==> src/rtl/rw_turn_pkg.sv <==
package rw_turn_pkg;

  typedef enum logic [2:0] {
    ST_READ  = 3'd0,
    ST_RTW   = 3'd1,
    ST_WRITE = 3'd2,
    ST_WTR   = 3'd3,
    ST_REF   = 3'd4
  } mode_e;

  // per-phase source selects; the steering mux decodes these values
  localparam logic [1:0] SEL_IDLE = 2'd0;
  localparam logic [1:0] SEL_CMD  = 2'd1;
  localparam logic [1:0] SEL_COL  = 2'd2;
  localparam logic [1:0] SEL_REF  = 2'd3;

  function automatic int ceil_div(input int num, input int den);
    return (num + den - 1) / den;
  endfunction

  // idle cycles between the last read-mode cycle and the first write-mode cycle
  function automatic int rtw_idle(input int read_lat);
    return (read_lat > 1) ? read_lat - 1 : 1;
  endfunction

  // idle cycles between the last write-mode cycle and the first read-mode cycle
  function automatic int wtr_idle(input int twtr, input int cwl, input int nph, input int tccd);
    int g;
    g = twtr + ceil_div(cwl, nph) + tccd - 1;
    return (g < 1) ? 1 : g;
  endfunction

  function automatic int bits_for(input int maxval);
    int b;
    b = $clog2(maxval + 1);
    return (b < 1) ? 1 : b;
  endfunction

endpackage

==> src/rtl/cmd_spacing.sv <==
module cmd_spacing #(
  parameter int GAP = 3
) (
  input  logic clk,
  input  logic rst_n,
  input  logic fire,
  output logic open_o
);
  import rw_turn_pkg::*;

  localparam int CW = bits_for(GAP);
  localparam logic [CW-1:0] LOADV = (GAP > 1) ? CW'(GAP - 1) : '0;

  logic [CW-1:0] cnt;

  always_ff @(posedge clk) begin
    if (!rst_n)          cnt <= '0;
    else if (fire)       cnt <= LOADV;
    else if (cnt != '0)  cnt <= cnt - 1'b1;
  end

  assign open_o = (cnt == '0);

  generate
    if (GAP > 1) begin : g_chk
      // an accepted command closes the window on the next cycle
      p_gap_closes_r6_r7: assert property (@(posedge clk) disable iff (!rst_n)
        fire |=> !open_o);
    end
  endgenerate

endmodule

==> src/rtl/mode_hold_timer.sv <==
module mode_hold_timer #(
  parameter int HOLD          = 16,
  parameter bit START_EXPIRED = 1'b0
) (
  input  logic clk,
  input  logic rst_n,
  input  logic active,
  output logic expired
);
  import rw_turn_pkg::*;

  localparam int HW = bits_for(HOLD);
  localparam logic [HW-1:0] TOP = (HOLD > 1) ? HW'(HOLD - 1) : '0;
  localparam logic [HW-1:0] INIT = START_EXPIRED ? '0 : TOP;

  logic [HW-1:0] cnt;

  always_ff @(posedge clk) begin
    if (!rst_n)          cnt <= INIT;
    else if (!active)    cnt <= TOP;
    else if (cnt != '0)  cnt <= cnt - 1'b1;
  end

  assign expired = (cnt == '0);

endmodule

==> src/rtl/phase_steer.sv <==
module phase_steer #(
  parameter int NPHASES     = 2,
  parameter int RD_PHASE    = 0,
  parameter int RDCMD_PHASE = 1,
  parameter int WR_PHASE    = 1,
  parameter int WRCMD_PHASE = 0
) (
  input  rw_turn_pkg::mode_e    mode,
  output logic [2*NPHASES-1:0]  steer
);
  import rw_turn_pkg::*;

  always_comb begin
    steer = '0;
    for (int p = 0; p < NPHASES; p++) begin
      unique case (mode)
        ST_READ: begin
          if (p == RD_PHASE)    steer[2*p +: 2] = SEL_COL;
          if (p == RDCMD_PHASE) steer[2*p +: 2] = SEL_CMD;
        end
        ST_WRITE: begin
          if (p == WR_PHASE)    steer[2*p +: 2] = SEL_COL;
          if (p == WRCMD_PHASE) steer[2*p +: 2] = SEL_CMD;
        end
        ST_REF: begin
          if (p == 0)           steer[2*p +: 2] = SEL_REF;
        end
        default:                steer[2*p +: 2] = SEL_IDLE;
      endcase
    end
  end

endmodule

==> src/rtl/rw_turn_sched.sv <==
module rw_turn_sched #(
  parameter int NBANKS      = 8,
  parameter int NPHASES     = 2,
  parameter int RD_PHASE    = 0,
  parameter int RDCMD_PHASE = 1,
  parameter int WR_PHASE    = 1,
  parameter int WRCMD_PHASE = 0,
  parameter int READ_LAT    = 5,
  parameter int CWL         = 3,
  parameter int T_WTR       = 2,
  parameter int T_CCD       = 1,
  parameter int T_RRD       = 0,
  parameter int READ_HOLD   = 32,
  parameter int WRITE_HOLD  = 16
) (
  input  logic                 clk,
  input  logic                 rst_n,
  input  logic                 rd_avail,
  input  logic                 wr_avail,
  input  logic                 ref_pending,
  input  logic [NBANKS-1:0]    ref_grant,
  input  logic                 act_accept,
  input  logic                 col_accept,
  output logic                 want_rd,
  output logic                 want_wr,
  output logic                 want_cmd,
  output logic                 want_act,
  output logic [NBANKS-1:0]    ref_ask,
  output logic                 ref_issue,
  output logic [2*NPHASES-1:0] steer
);
  import rw_turn_pkg::*;

  localparam int RTW_N = rtw_idle(READ_LAT);
  localparam int WTR_N = wtr_idle(T_WTR, CWL, NPHASES, T_CCD);
  localparam int TMAX  = (RTW_N > WTR_N) ? RTW_N : WTR_N;
  localparam int TW    = bits_for(TMAX);
  localparam logic [TW-1:0] RTW_LOAD = TW'(RTW_N - 1);
  localparam logic [TW-1:0] WTR_LOAD = TW'(WTR_N - 1);

  mode_e state, state_nx;
  logic [TW-1:0] tcnt;

  // named internal events
  logic go_ref, turn_done, rd_exp, wr_exp, rrd_open, ccd_open;
  logic in_rd, in_wr, leave_rd, leave_wr;

  assign go_ref    = ref_pending & (&ref_grant);
  assign turn_done = (tcnt == '0);
  assign in_rd     = (state == ST_READ);
  assign in_wr     = (state == ST_WRITE);
  assign leave_rd  = wr_avail & (~rd_avail | rd_exp);
  assign leave_wr  = rd_avail & (~wr_avail | wr_exp);

  mode_hold_timer #(.HOLD(READ_HOLD), .START_EXPIRED(1'b1)) u_rd_hold (
    .clk(clk), .rst_n(rst_n), .active(in_rd), .expired(rd_exp));

  mode_hold_timer #(.HOLD(WRITE_HOLD), .START_EXPIRED(1'b0)) u_wr_hold (
    .clk(clk), .rst_n(rst_n), .active(in_wr), .expired(wr_exp));

  cmd_spacing #(.GAP(T_RRD)) u_rrd (
    .clk(clk), .rst_n(rst_n), .fire(act_accept), .open_o(rrd_open));

  cmd_spacing #(.GAP(T_CCD)) u_ccd (
    .clk(clk), .rst_n(rst_n), .fire(col_accept), .open_o(ccd_open));

  always_comb begin
    state_nx = state;
    unique case (state)
      ST_READ: begin
        if (go_ref)        state_nx = ST_REF;
        else if (leave_rd) state_nx = ST_RTW;
      end
      ST_WRITE: begin
        if (go_ref)        state_nx = ST_REF;
        else if (leave_wr) state_nx = ST_WTR;
      end
      ST_RTW:  if (turn_done) state_nx = ST_WRITE;
      ST_WTR:  if (turn_done) state_nx = ST_READ;
      ST_REF:  state_nx = ST_READ;
      default: state_nx = ST_READ;
    endcase
  end

  always_ff @(posedge clk) begin
    if (!rst_n) begin
      state <= ST_READ;
      tcnt  <= '0;
    end else begin
      state <= state_nx;
      if (state_nx == ST_RTW && state != ST_RTW)      tcnt <= RTW_LOAD;
      else if (state_nx == ST_WTR && state != ST_WTR) tcnt <= WTR_LOAD;
      else if (tcnt != '0)                            tcnt <= tcnt - 1'b1;
    end
  end

  assign want_rd   = in_rd & ccd_open;
  assign want_wr   = in_wr & ccd_open;
  assign want_cmd  = in_rd | in_wr;
  assign want_act  = (in_rd | in_wr) & rrd_open;
  assign ref_ask   = {NBANKS{ref_pending}};
  assign ref_issue = (state == ST_REF);

  phase_steer #(
    .NPHASES(NPHASES), .RD_PHASE(RD_PHASE), .RDCMD_PHASE(RDCMD_PHASE),
    .WR_PHASE(WR_PHASE), .WRCMD_PHASE(WRCMD_PHASE)
  ) u_steer (
    .mode(state), .steer(steer));

  // write mode is entered only out of the read-to-write turnaround
  p_write_entry_r2: assert property (@(posedge clk) disable iff (!rst_n)
    (in_wr && $past(state) != ST_WRITE) |-> $past(state) == ST_RTW);

  // read mode is entered only from the write-to-read turnaround, a refresh or itself
  p_read_entry_r3: assert property (@(posedge clk) disable iff (!rst_n)
    (in_rd && $past(state) != ST_READ) |-> ($past(state) == ST_WTR || $past(state) == ST_REF));

  // with reads still pending, read mode is left only after its hold ran out
  p_read_hold_r5: assert property (@(posedge clk) disable iff (!rst_n)
    (state == ST_RTW && $past(state) == ST_READ && $past(rd_avail)) |-> $past(rd_exp));

  // with writes still pending, write mode is left only after its hold ran out
  p_write_hold_r4: assert property (@(posedge clk) disable iff (!rst_n)
    (state == ST_WTR && $past(state) == ST_WRITE && $past(wr_avail)) |-> $past(wr_exp));

  // a refresh slot follows a cycle in which every bank granted
  p_ref_gated_r9: assert property (@(posedge clk) disable iff (!rst_n)
    ref_issue |-> $past(ref_pending && (&ref_grant)));

  // the refresh slot lasts one cycle
  p_ref_pulse_r9: assert property (@(posedge clk) disable iff (!rst_n)
    ref_issue |=> !ref_issue);

  // never both column directions at once
  p_dir_excl_r10: assert property (@(posedge clk) disable iff (!rst_n)
    !(want_rd && want_wr));

endmodule

==> config.mk <==
export PLATFORM = sky130hd
export DESIGN_NAME = rw_turn_sched
export DESIGN_NICKNAME = d
export VERILOG_FILES = /design/src/rtl/rw_turn_pkg.sv /design/src/rtl/cmd_spacing.sv /design/src/rtl/mode_hold_timer.sv /design/src/rtl/phase_steer.sv /design/src/rtl/rw_turn_sched.sv
export SDC_FILE = /design/constraint.sdc
export NUM_CORES = 1
export LEC_CHECK = 0
export CORE_ASPECT_RATIO = 0.75
export CORE_MARGIN = 2
export CORE_UTILIZATION = 45
export CTS_CLUSTER_SIZE = 12
export DETAILED_ROUTE_END_ITERATION = 16
export PLACE_DENSITY = 0.77
export SLEW_MARGIN = 20
export SYNTH_ARGS = -nofsm -noshare
export SYNTH_HDL_FRONTEND = slang
export SYNTH_SLANG_ARGS = --single-unit
==> constraint.sdc <==
create_clock -name clk -period 3 [get_ports clk]
set_input_delay 0.45 -clock clk [delete_from_list [all_inputs] [get_ports clk]]
set_output_delay 0.45 -clock clk [all_outputs]
set_load 0.005 [all_outputs]
* Yosys cells after proc, flatten, opt, wreduce, memory -nomap -nowiden *
Cells that the tools add are included.

cells by class
  muxes and demuxes = 14
  reductions and logical operators = 16
  equality and inequality tests = 9
  bitwise gates (word level) = 14
  add/subtract/negate cells = 5

operators with widths
  cell                                                   number
  two-way mux 3 bit                                      6
  case mux 3 bit (4 select lines)                        1
  two-way mux 5 bit                                      2
  == test 3 x 2 -> 1 bit, second input constant          3
  OR reduction 3 bit                                     3
  AND reduction 8 bit                                    1
  AND 1 bit                                              6
  == test 3 x 1 -> 1 bit, second input constant          2
  zero test 3 bit                                        2
  zero test 6 bit                                        1
  two-way mux 2 bit                                      3
  case mux 2 bit (3 select lines)                        1
  nonzero test 3 bit                                     2
  nonzero test 6 bit                                     1
  subtractor 6 x 1 -> 6 bit, second input constant       1
  zero test 5 bit                                        1
  NOT 1 bit                                              5
  nonzero test 5 bit                                     1
  subtractor 5 x 1 -> 5 bit, second input constant       1
  case mux 2 bit (2 select lines)                        1
  AND reduction 2 bit                                    2
  == test 3 bit, second input constant                   1
  inequality test 3 x 1 -> 1 bit, second input constant  1
  inequality test 3 x 2 -> 1 bit, second input constant  1
  5 further kinds                                        9

storage, ports and cells
  bits in registers = 19
  word-level logic and storage cells = 66
  input port bits = 15

* Depth between registers and ports, before layout *
Gate-level depths: netlist of run 1.

  depth after elaboration = 10
  depth in mapped cells = 7

* Modules after synthesis *
From an unflattened synthesis of run 1, not the netlist that was laid out.

unflattened totals
  cells, all modules = 130
  area total of the unflattened synthesis = 1153.6 µm²

by module, submodules not included
  module                        times used  cells an instance  area an instance (µm²)  sequential area each (µm²)
  rw_turn_sched                 1           52                 440.4                   120.1
  mode_hold_timer at u_rd_hold  1           40                 369.1                   120.1
  mode_hold_timer at u_wr_hold  1           27                 260.2                   100.1
  cmd_spacing                   2           3                  27.5                    20.0
  phase_steer                   1           5                  28.8                    0.0

* Least setup slack after synthesis of run 1 *
OpenSTA, ideal clock, no wires.

  kind = reg2reg
  start point = reg u_wr_hold.cnt[0]
  end point = reg tcnt[0]
  path slack = 1129 ps
  buffers on the path = 0
  stages on the path, launching flop included = 7
  arrival time = 1802 ps
  cells stage by stage = dfxtp_1 -> inv_1 -> ha_1 -> or4b_4 -> a311o_1 -> a2111o_1 -> o21ai_1

on the way
  longest elaborated chain between the ends = 10

ends and longest elaborated chain
  element                            RTL line               RTL
  start: declaration                 mode_hold_timer.sv:16  logic [HW-1:0] cnt;
  start signal: assignment           mode_hold_timer.sv:21  else if (cnt != '0) cnt <= cnt - 1'b1;
  zero test 5 bit *                  mode_hold_timer.sv:24  assign expired = (cnt == '0);
  bitwise OR 1 bit *                 rw_turn_sched.sv:53    assign leave_wr = rd_avail & (~wr_avail | wr_exp);
  AND 1 bit *                        rw_turn_sched.sv:53
  two-way mux 3 bit *                rw_turn_sched.sv:76    else if (leave_wr) state_nx = ST_WTR;
  two-way mux 3 bit *                rw_turn_sched.sv:75    if (go_ref) state_nx = ST_REF;
  case mux 3 bit (4 select lines) *  rw_turn_sched.sv:69    unique case (state)
  == test 3 x 2 -> 1 bit             rw_turn_sched.sv:92    else if (state_nx == ST_WTR && state != ST_WTR) tcnt <= WTR_LOAD;
  logical AND 1 bit                  rw_turn_sched.sv:92
  two-way mux 2 bit                  rw_turn_sched.sv:92
  two-way mux 2 bit                  rw_turn_sched.sv:91    if (state_nx == ST_RTW && state != ST_RTW) tcnt <= RTW_LOAD;
  end signal: assignment             rw_turn_sched.sv:93    else if (tcnt != '0) tcnt <= tcnt - 1'b1;
  end: declaration                   rw_turn_sched.sv:42    logic [TW-1:0] tcnt;

Every way passes the cells marked *; elsewhere a longest branch is shown, timed or not.
A chain may end at the register's enable or synchronous reset.

* Worst setup path after layout of run 1 *
  start point = reg state[2]
  end point = out steer[2]

on the way
  longest elaborated chain between the ends = 2

ends and longest elaborated chain
  element                                                           RTL line             RTL
  start: declaration                                                rw_turn_sched.sv:41  mode_e state, state_nx;
  start signal: assignment                                          rw_turn_sched.sv:90  state <= state_nx;
  == test 3 x 2 -> 1 bit / zero test 3 bit (equally long branches)  phase_steer.sv:16    unique case (mode)
  case mux 2 bit (2 select lines) *                                 phase_steer.sv:16
  end: declaration                                                  rw_turn_sched.sv:30  output logic [2*NPHASES-1:0] steer

Marked as above.

==> results of run 1 <==
final timing paths:
| path | to | cells after the start |
|---|---|---|
| worst min-delay path | state[1]$_SDFF_PN0_ | 1 |
| worst min register to register | state[1]$_SDFF_PN0_ | 1 |
| worst max-delay path | steer[2] | 3 |
| worst max register to register | tcnt[0]$_SDFFE_PN0P_ | 6 |
report_power, final:
part           switching [mW]  internal (mW)  total [mW]  leakage (nW)
registers              0.0523          0.320       0.372         0.157
logic                   0.233          0.258       0.491         0.378
clock network          0.0758         0.0518       0.128        0.0150
total                   0.361          0.630       0.991         0.550
cell families (layout without fill, tap and decap cells):
family | after synthesis | in the layout
buffers and inverters | 22 | 43
other | 1 | 2
DFF | 19 | 19
AOI/OAI and AO/OA | 17 | 17
xor gates and xnor gates | 10 | 10
muxes | 2 | 2
and+or+nand+nor | 46 | 46
adders and majority gates | 6 | 6
state kept, by name (all words and copies together), names as in the netlist:
name	count
u_rrd.cnt	1
u_rd_hold.cnt	6
tcnt	3
u_wr_hold.cnt	5
state	3
u_ccd.cnt	1
cell usage in the layout, fill, tap and decap left out, types with 4 or more instances in the layout:
| cell | n |
|---|---|
| a21oi_1 | 4 |
| clkdlybuf4s50_1 | 29 |
| dfxtp_1 | 19 |
| ha_1 | 6 |
| inv_1 | 9 |
| nand2_1 | 10 |
| nor2_1 | 11 |
| nor3_1 | 4 |
| o21ai_0 | 5 |
| xnor2_1 | 7 |
metal layers:
metal / vias up / track usage
met4: 0 / 0.0818
met5: - / 0
met1: 388 / 0.205
met3: 2 / 0.0455
li1: 444 / -
met2: 27 / 0.299
final cells by class:
class,count,area [um^2],share of cell area
Clock buffer,4,26.3,0.0200
Inverter,10,37.5,0.0286
Multi-Input combinational cell,83,547,0.417
Sequential cell,19,380,0.290
Tap cell,25,31.3,0.0238
Timing Repair Buffer,29,290,0.221
stage by stage:
stage	worst slack [ns]	instances
2_1_floorplan	1.13	124
3_3_place_gp	0.954	166
3_5_place_dp	0.921	166
4_1_cts	0.589	170
5_1_grt	0.481	170
6_report	0.596	170
Yosys cell counts, drive strengths merged (2+ instances only):
library cell and count:
dfxtp 19, nor2 11, nand2 10, inv 9, buf 8, xnor2 7, ha 6, o21ai 6
a21oi 4, clkbuf 4, nor3 4, nand2b 3, nand3 3, xor2 3, a211oi 2, and2 2
and3 2, or2 2
==> impl_metrics.env, run 1 <==
export IMPL_synthFlopType="dfxtp_1"
export IMPL_fin_tns_setup_ns=0
export IMPL_grt_use_total=0.174
export IMPL_critPathRequiredTime_ns=2.55
export IMPL_wl_per_cell_um=11.6
export IMPL_fin_area_um2=1310
export IMPL_yosysTopAreaCell="dfxtp_1"
export IMPL_skew_ns=0.00282
export IMPL_io_buffers=29
export IMPL_cts_resized=0
export IMPL_ctsHoldBuffers=0
export IMPL_cts_tree="yes"
export IMPL_synth_cell_types=40
export IMPL_core_area_um2=2230
export IMPL_via_count=861
export IMPL_synth_xor_xnor_area_share=0.0845
export IMPL_slowest_delay_ns=0.59
export IMPL_routed_wl_met3_um=135
export IMPL_fillers=201
export IMPL_final_period_utilization=0.801
export IMPL_end_kind="output port"
export IMPL_max_freq_mhz=416
export IMPL_cp_startpoint="state[2]$_SDFF_PN0_"
export IMPL_hold_viol_final=0
export IMPL_ant_nets=0
export IMPL_num_antenna_cells=0
export IMPL_die_area_um2=2710
export IMPL_p_per_area_nw_per_um2=755
export IMPL_dieWidth_um=59.4
export IMPL_clkTransAtPathRegs_ns=0.10
export IMPL_drcViolationCount=0
export IMPL_wl_mm=1.97
export IMPL_viasPerCell=5.06
export IMPL_routed_top_layer="met4"
export IMPL_synth_warnings=0
export IMPL_hold_class="reg -> reg"
export IMPL_area_growth_pct=26.7
export IMPL_p_leak_nw=0.550
export IMPL_synthTopCellsByArea="dfxtp_1 (37%), ha_1 (7.2%), xnor2_1 (5.9%)"
export IMPL_start_util=0.464
export IMPL_met2_length_um=901
export IMPL_cap_viol_max_count=0
export IMPL_min_period_ns=2.40
export IMPL_critPathLaunchType="flip-flop"
export IMPL_slowest_stage="clkdlybuf4s50_1"
export IMPL_synth_seq_cells=19
export IMPL_synth_top_area_frac=0.367
export IMPL_cts_sinks=19
export IMPL_first_pass_iters=4
export IMPL_arrival_ns=1.95
export IMPL_gr_total_overflow=0
export IMPL_synth_compound_area_frac=0.106
export IMPL_synth_edff_count=0
export IMPL_slew_violations=0
export IMPL_synth_fa_ha_area_frac=0.0725
export IMPL_rsz0062_at_grt="no"
export IMPL_power_mw=0.991
export IMPL_place_area_um2=1290
export IMPL_crit_buf_inv=1
export IMPL_grt_pass1_vias=844
export IMPL_io_pins=32
export IMPL_netlist_instances=123
export IMPL_rows=15
export IMPL_cp_cell_sequence="or2_2 > nor2_1 > clkdlybuf4s50_1"
export IMPL_synth_cell_area_um2=1040
export IMPL_root_buffer="clkbuf_4"
export IMPL_cts_buffers=3
export IMPL_gp_congestion=0.722
export IMPL_nets=167
export IMPL_post_route_util=0.588
export IMPL_async_flop_share=0
export IMPL_antenna_found_initial=0
export IMPL_layout_drive_gt1_share=0.0552
export IMPL_synth_mux_area_frac=0.0205
export IMPL_cp_max_fo=7
export IMPL_cts_setup_buffers=0
export IMPL_peakVddDrop_v=0.000285
export IMPL_min_from="state[2]$_SDFF_PN0_"
export IMPL_dp_hpwl_mm=1.55
export IMPL_reg2reg_slack_ns=0.98
export IMPL_status="finished clean"
export IMPL_path_class="reg -> out"
export IMPL_synth_top_family_by_area="simple AND/OR/NAND/NOR gates"
export IMPL_grt_max_degree=11
export IMPL_clock_path_buffers=2
export IMPL_synth_seq_area_share=0.367
export IMPL_synth_simple_gate_area_frac=0.237
export IMPL_wl_met1_um=910
export IMPL_hold_slack_ns=0.485
export IMPL_drt_iter0_markers=11
export IMPL_rr_startpoint="u_wr_hold.cnt[0]$_SDFFE_PN1N_"
export IMPL_setup_viol=0
export IMPL_cp_top_family="simple AND/OR/NAND/NOR gates"
export IMPL_grt_pass1_wl_mm=3.59
export IMPL_die_h_um=45.6
export IMPL_syn_avg_cell_area_um2=8.42
export IMPL_htree_num_levels=1
export IMPL_clock_latency_ns=0.29
Power figures use the tool's default switching activity.
==> inputs of run 2 (changes only) <==
Clock period 3 ns to 2.5 ns, I/O delays scaled along.
==> impl_metrics.env, run 2 (synthesis results as in run 1) <==
export IMPL_status="finished clean"
export IMPL_cp_top_family="buffers and inverters"
export IMPL_first_pass_iters=4
export IMPL_slowest_delay_ns=0.51
export IMPL_rows=15
export IMPL_slew_violations=0
export IMPL_max_freq_mhz=451
export IMPL_dpl_cell_count=167
export IMPL_root_buffer="clkbuf_4"
export IMPL_core_area_um2=2230
export IMPL_power_mw=1.22
export IMPL_cp_cell_sequence="or2_2 > inv_1 > nand2_1 > nor2_1 > clkdlybuf4s50_1"
export IMPL_gr_total_overflow=0
export IMPL_layout_drive_gt1_share=0.0685
export IMPL_r2r_end="tcnt[0]$_SDFFE_PN0P_"
export IMPL_combPwrFrac=0.498
export IMPL_fillers=202
export IMPL_path_class="reg -> out"
export IMPL_min_period_ns=2.22
export IMPL_end_kind="output port"
export IMPL_seqPwrFrac=0.367
export IMPL_reg2reg_slack_ns=0.47
export IMPL_cts_setup_buffers=0
export IMPL_viasPerCell=5.11
export IMPL_io_buffers=29
export IMPL_area_growth_pct=27.5
export IMPL_cts_tree="yes"
export IMPL_swShare=0.373
export IMPL_arrival_ns=1.84
export IMPL_clock_latency_ns=0.31
export IMPL_top_regs="u_rd_hold.cnt x6, u_wr_hold.cnt x5"
export IMPL_die_area_um2=2710
export IMPL_nets=168
export IMPL_cp_max_fo=6
export IMPL_ant_nets=0
export IMPL_place_area_um2=1290
export IMPL_ctsHoldBuffers=0
export IMPL_fin_tns_setup_ns=0
export IMPL_p_clk_frac=0.135
export IMPL_start_util=0.464
export IMPL_cap_viol_max_count=0
export IMPL_io_pins=32
export IMPL_dp_hpwl_mm=1.58
export IMPL_critPathRequiredTime_ns=2.12
export IMPL_hold_viol_final=0
export IMPL_rsz0062_at_grt="no"
export IMPL_setup_viol=0
export IMPL_p_leak_nw=0.557
export IMPL_p_per_area_nw_per_um2=924
export IMPL_slowest_stage="clkdlybuf4s50_1"
export IMPL_gp_congestion=0.752
export IMPL_peakVddDrop_v=0.000430
export IMPL_largest_reg_flops=6
export IMPL_fin_cells=171
export IMPL_cts_buffers=3
export IMPL_via_count=873
export IMPL_grt_max_degree=12
export IMPL_seq_area_um2=380
export IMPL_drcViolationCount=0
export IMPL_wl_per_cell_um=12.0
export IMPL_grt_pass1_vias=828
export IMPL_p_switching_mw=0.456
export IMPL_rr_startpoint="u_wr_hold.cnt[0]$_SDFFE_PN1N_"
export IMPL_cp_depth=5
export IMPL_clock_path_buffers=2
export IMPL_layout_common_cells="clkdlybuf4s50_1 (29), dfxtp_1 (19), nor2_1 (11), nand2_1 (10), inv_1 (9)"
export IMPL_clkTransAtPathRegs_ns=0.11
export IMPL_cts_sinks=19
export IMPL_hold_class="reg -> reg"
export IMPL_fin_area_um2=1320
export IMPL_cp_startpoint="state[2]$_SDFF_PN0_"
export IMPL_final_period_utilization=0.886
export IMPL_die_h_um=45.6
export IMPL_wl_mm=2.06
export IMPL_num_antenna_cells=0
export IMPL_crit_buf_inv=2
export IMPL_crit_path_end="want_wr"
export IMPL_layout_commonest_cell="clkdlybuf4s50_1"
export IMPL_ff2ff_path_depth=6
export IMPL_skew_ns=0.0105
export IMPL_htree_num_levels=1
export IMPL_regMostFlops="u_rd_hold.cnt"
export IMPL_p_int_mw=0.765
export IMPL_grt_pass1_wl_mm=3.51
export IMPL_critPathLaunchType="flip-flop"
export IMPL_multi_input_area_um2=547
export IMPL_drt_iter0_markers=32
export IMPL_antenna_found_initial=0
export IMPL_grt_use_total=0.173
export IMPL_dieWidth_um=59.4
export IMPL_cts_resized=0
[run 2: stage by stage]
step | utilization | worst slack (ns) | hold slack (ns)
floorplan | - | 0.629 | 0.420
global placement | 0.579 | 0.541 | 0.440
detailed placement | 0.579 | 0.503 | 0.476
CTS | 0.592 | 0.280 | 0.494
global route | 0.592 | 0.214 | 0.507
finish | 0.592 | 0.284 | 0.501
[run 2: worst min path at each step]
stage                                   start                  end  slack, ns  depth (start not counted)
final                     state[2]$_SDFF_PN0_  state[1]$_SDFF_PN0_       0.50                          1
after global routing      state[2]$_SDFF_PN0_  state[1]$_SDFF_PN0_       0.51                          1
after CTS                 state[2]$_SDFF_PN0_  state[1]$_SDFF_PN0_       0.49                          1
after detailed placement  state[2]$_SDFF_PN0_  state[1]$_SDFF_PN0_       0.48                          1
after global placement    state[2]$_SDFF_PN0_  state[1]$_SDFF_PN0_       0.44                          1
after floorplan           state[2]$_SDFF_PN0_  state[1]$_SDFF_PN0_       0.42                          1
[run 2: metal layers]
layer / share of wire / track usage / wire, um
met4: 0.0083 / 0.0409 / 17
met2: 0.45 / 0.301 / 925
met1: 0.48 / 0.206 / 983
met5: 0 / 0 / 0
met3: 0.064 / 0.0597 / 132
[run 2: power groups by stage]
stage               clock network (mW)  logic (mW)  registers [mW]
floorplan                            0       0.442           0.430
global placement                     0       0.584           0.447
detailed placement                   0       0.606           0.454
CTS                              0.169       0.615           0.447
global route                     0.177       0.689           0.457
finish                           0.164       0.608           0.449
[run 2: cell type report]
type,instances,share of cell area
clock inverter,1,0.00379
inverter,10,0.0284
clock buffer,3,0.0170
tap,25,0.0237
multi-input combinational,83,0.414
sequential,19,0.288
timing repair buffer,30,0.225
==> inputs of run 3 (changes only) <==
Settings changed: CAP_MARGIN set to 30, PLACE_DENSITY 0.77 to 0.76, SYNTH_HIERARCHICAL set to 1.
==> impl_metrics.env, run 3 <==
export IMPL_status="finished clean"
export IMPL_largest_reg_flops=6
export IMPL_slew_violations=0
export IMPL_area_growth_pct=25.6
export IMPL_final_period_utilization=0.868
export IMPL_viasPerCell=5.34
export IMPL_top_regs="u_rd_hold/cnt x6, u_wr_hold/cnt x5"
export IMPL_syn_avg_cell_area_um2=8.87
export IMPL_layout_drive_gt1_share=0.0839
export IMPL_arrival_ns=2.41
export IMPL_grt_pass1_vias=1012
export IMPL_cts_tree="yes"
export IMPL_syn_nets=151
export IMPL_dieWidth_um=62.5
export IMPL_clock_path_buffers=2
export IMPL_slowest_delay_ns=0.49
export IMPL_die_h_um=47.9
export IMPL_clock_latency_ns=0.30
export IMPL_synth_warnings=6
export IMPL_netlist_instances=130
export IMPL_fin_cells=189
export IMPL_drcViolationCount=0
export IMPL_end_kind="flip-flop"
export IMPL_layout_common_cells="clkdlybuf4s50_1 (29), dfxtp_1 (19), inv_1 (10), nor3_1 (9), nor2_1 (8)"
export IMPL_hold_class="reg -> reg"
export IMPL_min_period_ns=2.17
export IMPL_synth_edff_count=0
export IMPL_num_antenna_cells=0
export IMPL_hold_viol_final=0
export IMPL_via_count=1010
export IMPL_synthFlopType="dfxtp_1"
export IMPL_die_area_um2=2990
export IMPL_peakVddDrop_v=0.000374
export IMPL_wl_per_cell_um=13.1
export IMPL_rsz0062_at_grt="no"
export IMPL_layout_commonest_cell="clkdlybuf4s50_1"
export IMPL_skew_ns=0.0106
export IMPL_ctsHoldBuffers=0
export IMPL_cts_buffers=3
export IMPL_synth_cell_area_um2=1150
export IMPL_cap_viol_max_count=0
export IMPL_io_buffers=29
export IMPL_core_area_um2=2360
export IMPL_synth_cell_types=43
export IMPL_regMostFlops="u_rd_hold/cnt"
export IMPL_cp_max_fo=7
export IMPL_max_freq_mhz=461
export IMPL_gp_congestion=0.846
export IMPL_gr_total_overflow=0
export IMPL_cts_resized=0
export IMPL_p_leak_nw=0.595
export IMPL_hold_slack_ns=0.524
export IMPL_path_class="reg -> reg"
export IMPL_dp_hpwl_mm=1.92
export IMPL_synth_seq_area_share=0.330
export IMPL_ant_nets=0
export IMPL_rows=15
export IMPL_drt_iter0_markers=74
export IMPL_wl_mm=2.48
export IMPL_dpl_cell_count=185
export IMPL_grt_pass1_wl_mm=4.32
export IMPL_async_flop_share=0
export IMPL_grt_use_total=0.190
export IMPL_root_buffer="clkbuf_4"
export IMPL_io_pins=32
export IMPL_fin_tns_setup_ns=0
export IMPL_synth_top_area_frac=0.330
export IMPL_cp_cell_sequence="inv_1 > ha_1 > or3b_1 > nor3_1 > nand2b_1 > a32oi_1 > nor4_2 > o211a_1"
export IMPL_p_per_area_nw_per_um2=856
export IMPL_grt_max_degree=14
export IMPL_netlist_top_cells_count="dfxtp_1 (19), inv_1 (10), buf_4 (9), nor3_1 (9), nor2_1 (8)"
export IMPL_setup_viol=0
export IMPL_slowest_stage="or3b_1"
export IMPL_critPathRequiredTime_ns=2.74
export IMPL_clkTransAtPathRegs_ns=0.11
export IMPL_htree_num_levels=1
export IMPL_start_util=0.488
export IMPL_cts_sinks=19
export IMPL_yosysTopAreaCell="dfxtp_1"
export IMPL_synthTopCellsByArea="dfxtp_1 (33%), ha_1 (6.5%), buf_4 (5.9%)"
export IMPL_critPathLaunchType="flip-flop"
export IMPL_first_pass_iters=4
export IMPL_cts_setup_buffers=0
export IMPL_nets=177
export IMPL_synth_most_common_cell="dfxtp_1"
export IMPL_antenna_found_initial=0
export IMPL_synth_seq_cells=19
==> run 3: cell count changes in the layout (fill, tap and decap cells not counted), moves of 3 or more <==
cell | previous run | this run
nor2_1 | 11 | 8
nand2_1 | 10 | 5
nor2b_1 | 1 | 4
and2_1 | 1 | 4
a311oi_1 | 0 | 3
xnor2_1 | 7 | 4
nor3_1 | 4 | 9
o21ai_0 | 5 | 2
xor2_1 | 3 | 0
==> run 3: critical path, delay by kind of cell (launching register included) <==
kind            cells  cell delay, ns
fa+ha+maj           1            0.18
buf+inv             1            0.11
compound gates      2            0.29
flops               1            0.37
simple gates        4            1.16
==> run 3: kinds of logic (layout without fill, tap and decap cells) <==
logic type / count (synthesis) / in the layout / share of synthesized area
compound gates: 21 / 21 / 0.133
xor+xnor: 4 / 4 / 0.0304
fa+ha+maj: 6 / 6 / 0.0651
buf+inv: 21 / 46 / 0.106
flops: 19 / 19 / 0.330
mux: 3 / 3 / 0.0271
other cells: 2 / 2 / 0.00651
simple gates: 54 / 54 / 0.302
==> run 3: area by class of cell <==
class | instances | area [um^2]
inverter | 11 | 43.8
timing repair buffer | 31 | 305
tap | 34 | 42.5
multi-input combinational | 90 | 651
sequential | 19 | 380
fill | 217 | 916
clock buffer | 4 | 26.3
==> run 3: power by group <==
part	switching [mW]	internal, mW	total, mW
logic	0.296	0.329	0.625
registers	0.0804	0.376	0.456
clock network	0.0966	0.0621	0.159
total	0.473	0.768	1.24
==> run 3: path summary, 6_finish.rpt <==
path,startpoint,to,slack (ns),depth (start not counted)
worst max-delay path,u_rd_hold/cnt[0]$_SDFFE_PN0P_,state[0]$_SDFF_PN0_,0.33,8
worst min-delay path,u_rd_hold/cnt[5]$_SDFFE_PN0P_,u_rd_hold/cnt[5]$_SDFFE_PN0P_,0.52,2
worst max register to register,u_rd_hold/cnt[0]$_SDFFE_PN0P_,state[0]$_SDFF_PN0_,0.33,8
worst min register to register,u_rd_hold/cnt[5]$_SDFFE_PN0P_,u_rd_hold/cnt[5]$_SDFFE_PN0P_,0.52,2
==> run 3: metrics by stage <==
step	setup WS (ns)	utilization	cell area, um^2	power [mW]
global placement	0.457	0.602	1420	1.06
CTS	0.326	0.613	1450	1.25
global route	0.150	0.613	1450	1.35
floorplan	0.665	-	1150	0.931
detailed placement	0.377	0.602	1420	1.09
finish	0.330	0.613	1450	1.24
==> run 3: per-layer routing <==
metal | vias up | global-route usage | wire length [um]
met4 | 0 | 0.0667 | 21
met3 | 2 | 0.0541 | 162
met2 | 33 | 0.385 | 1220
met5 | - | 0 | 0
li1 | 502 | - | -
met1 | 473 | 0.199 | 1070
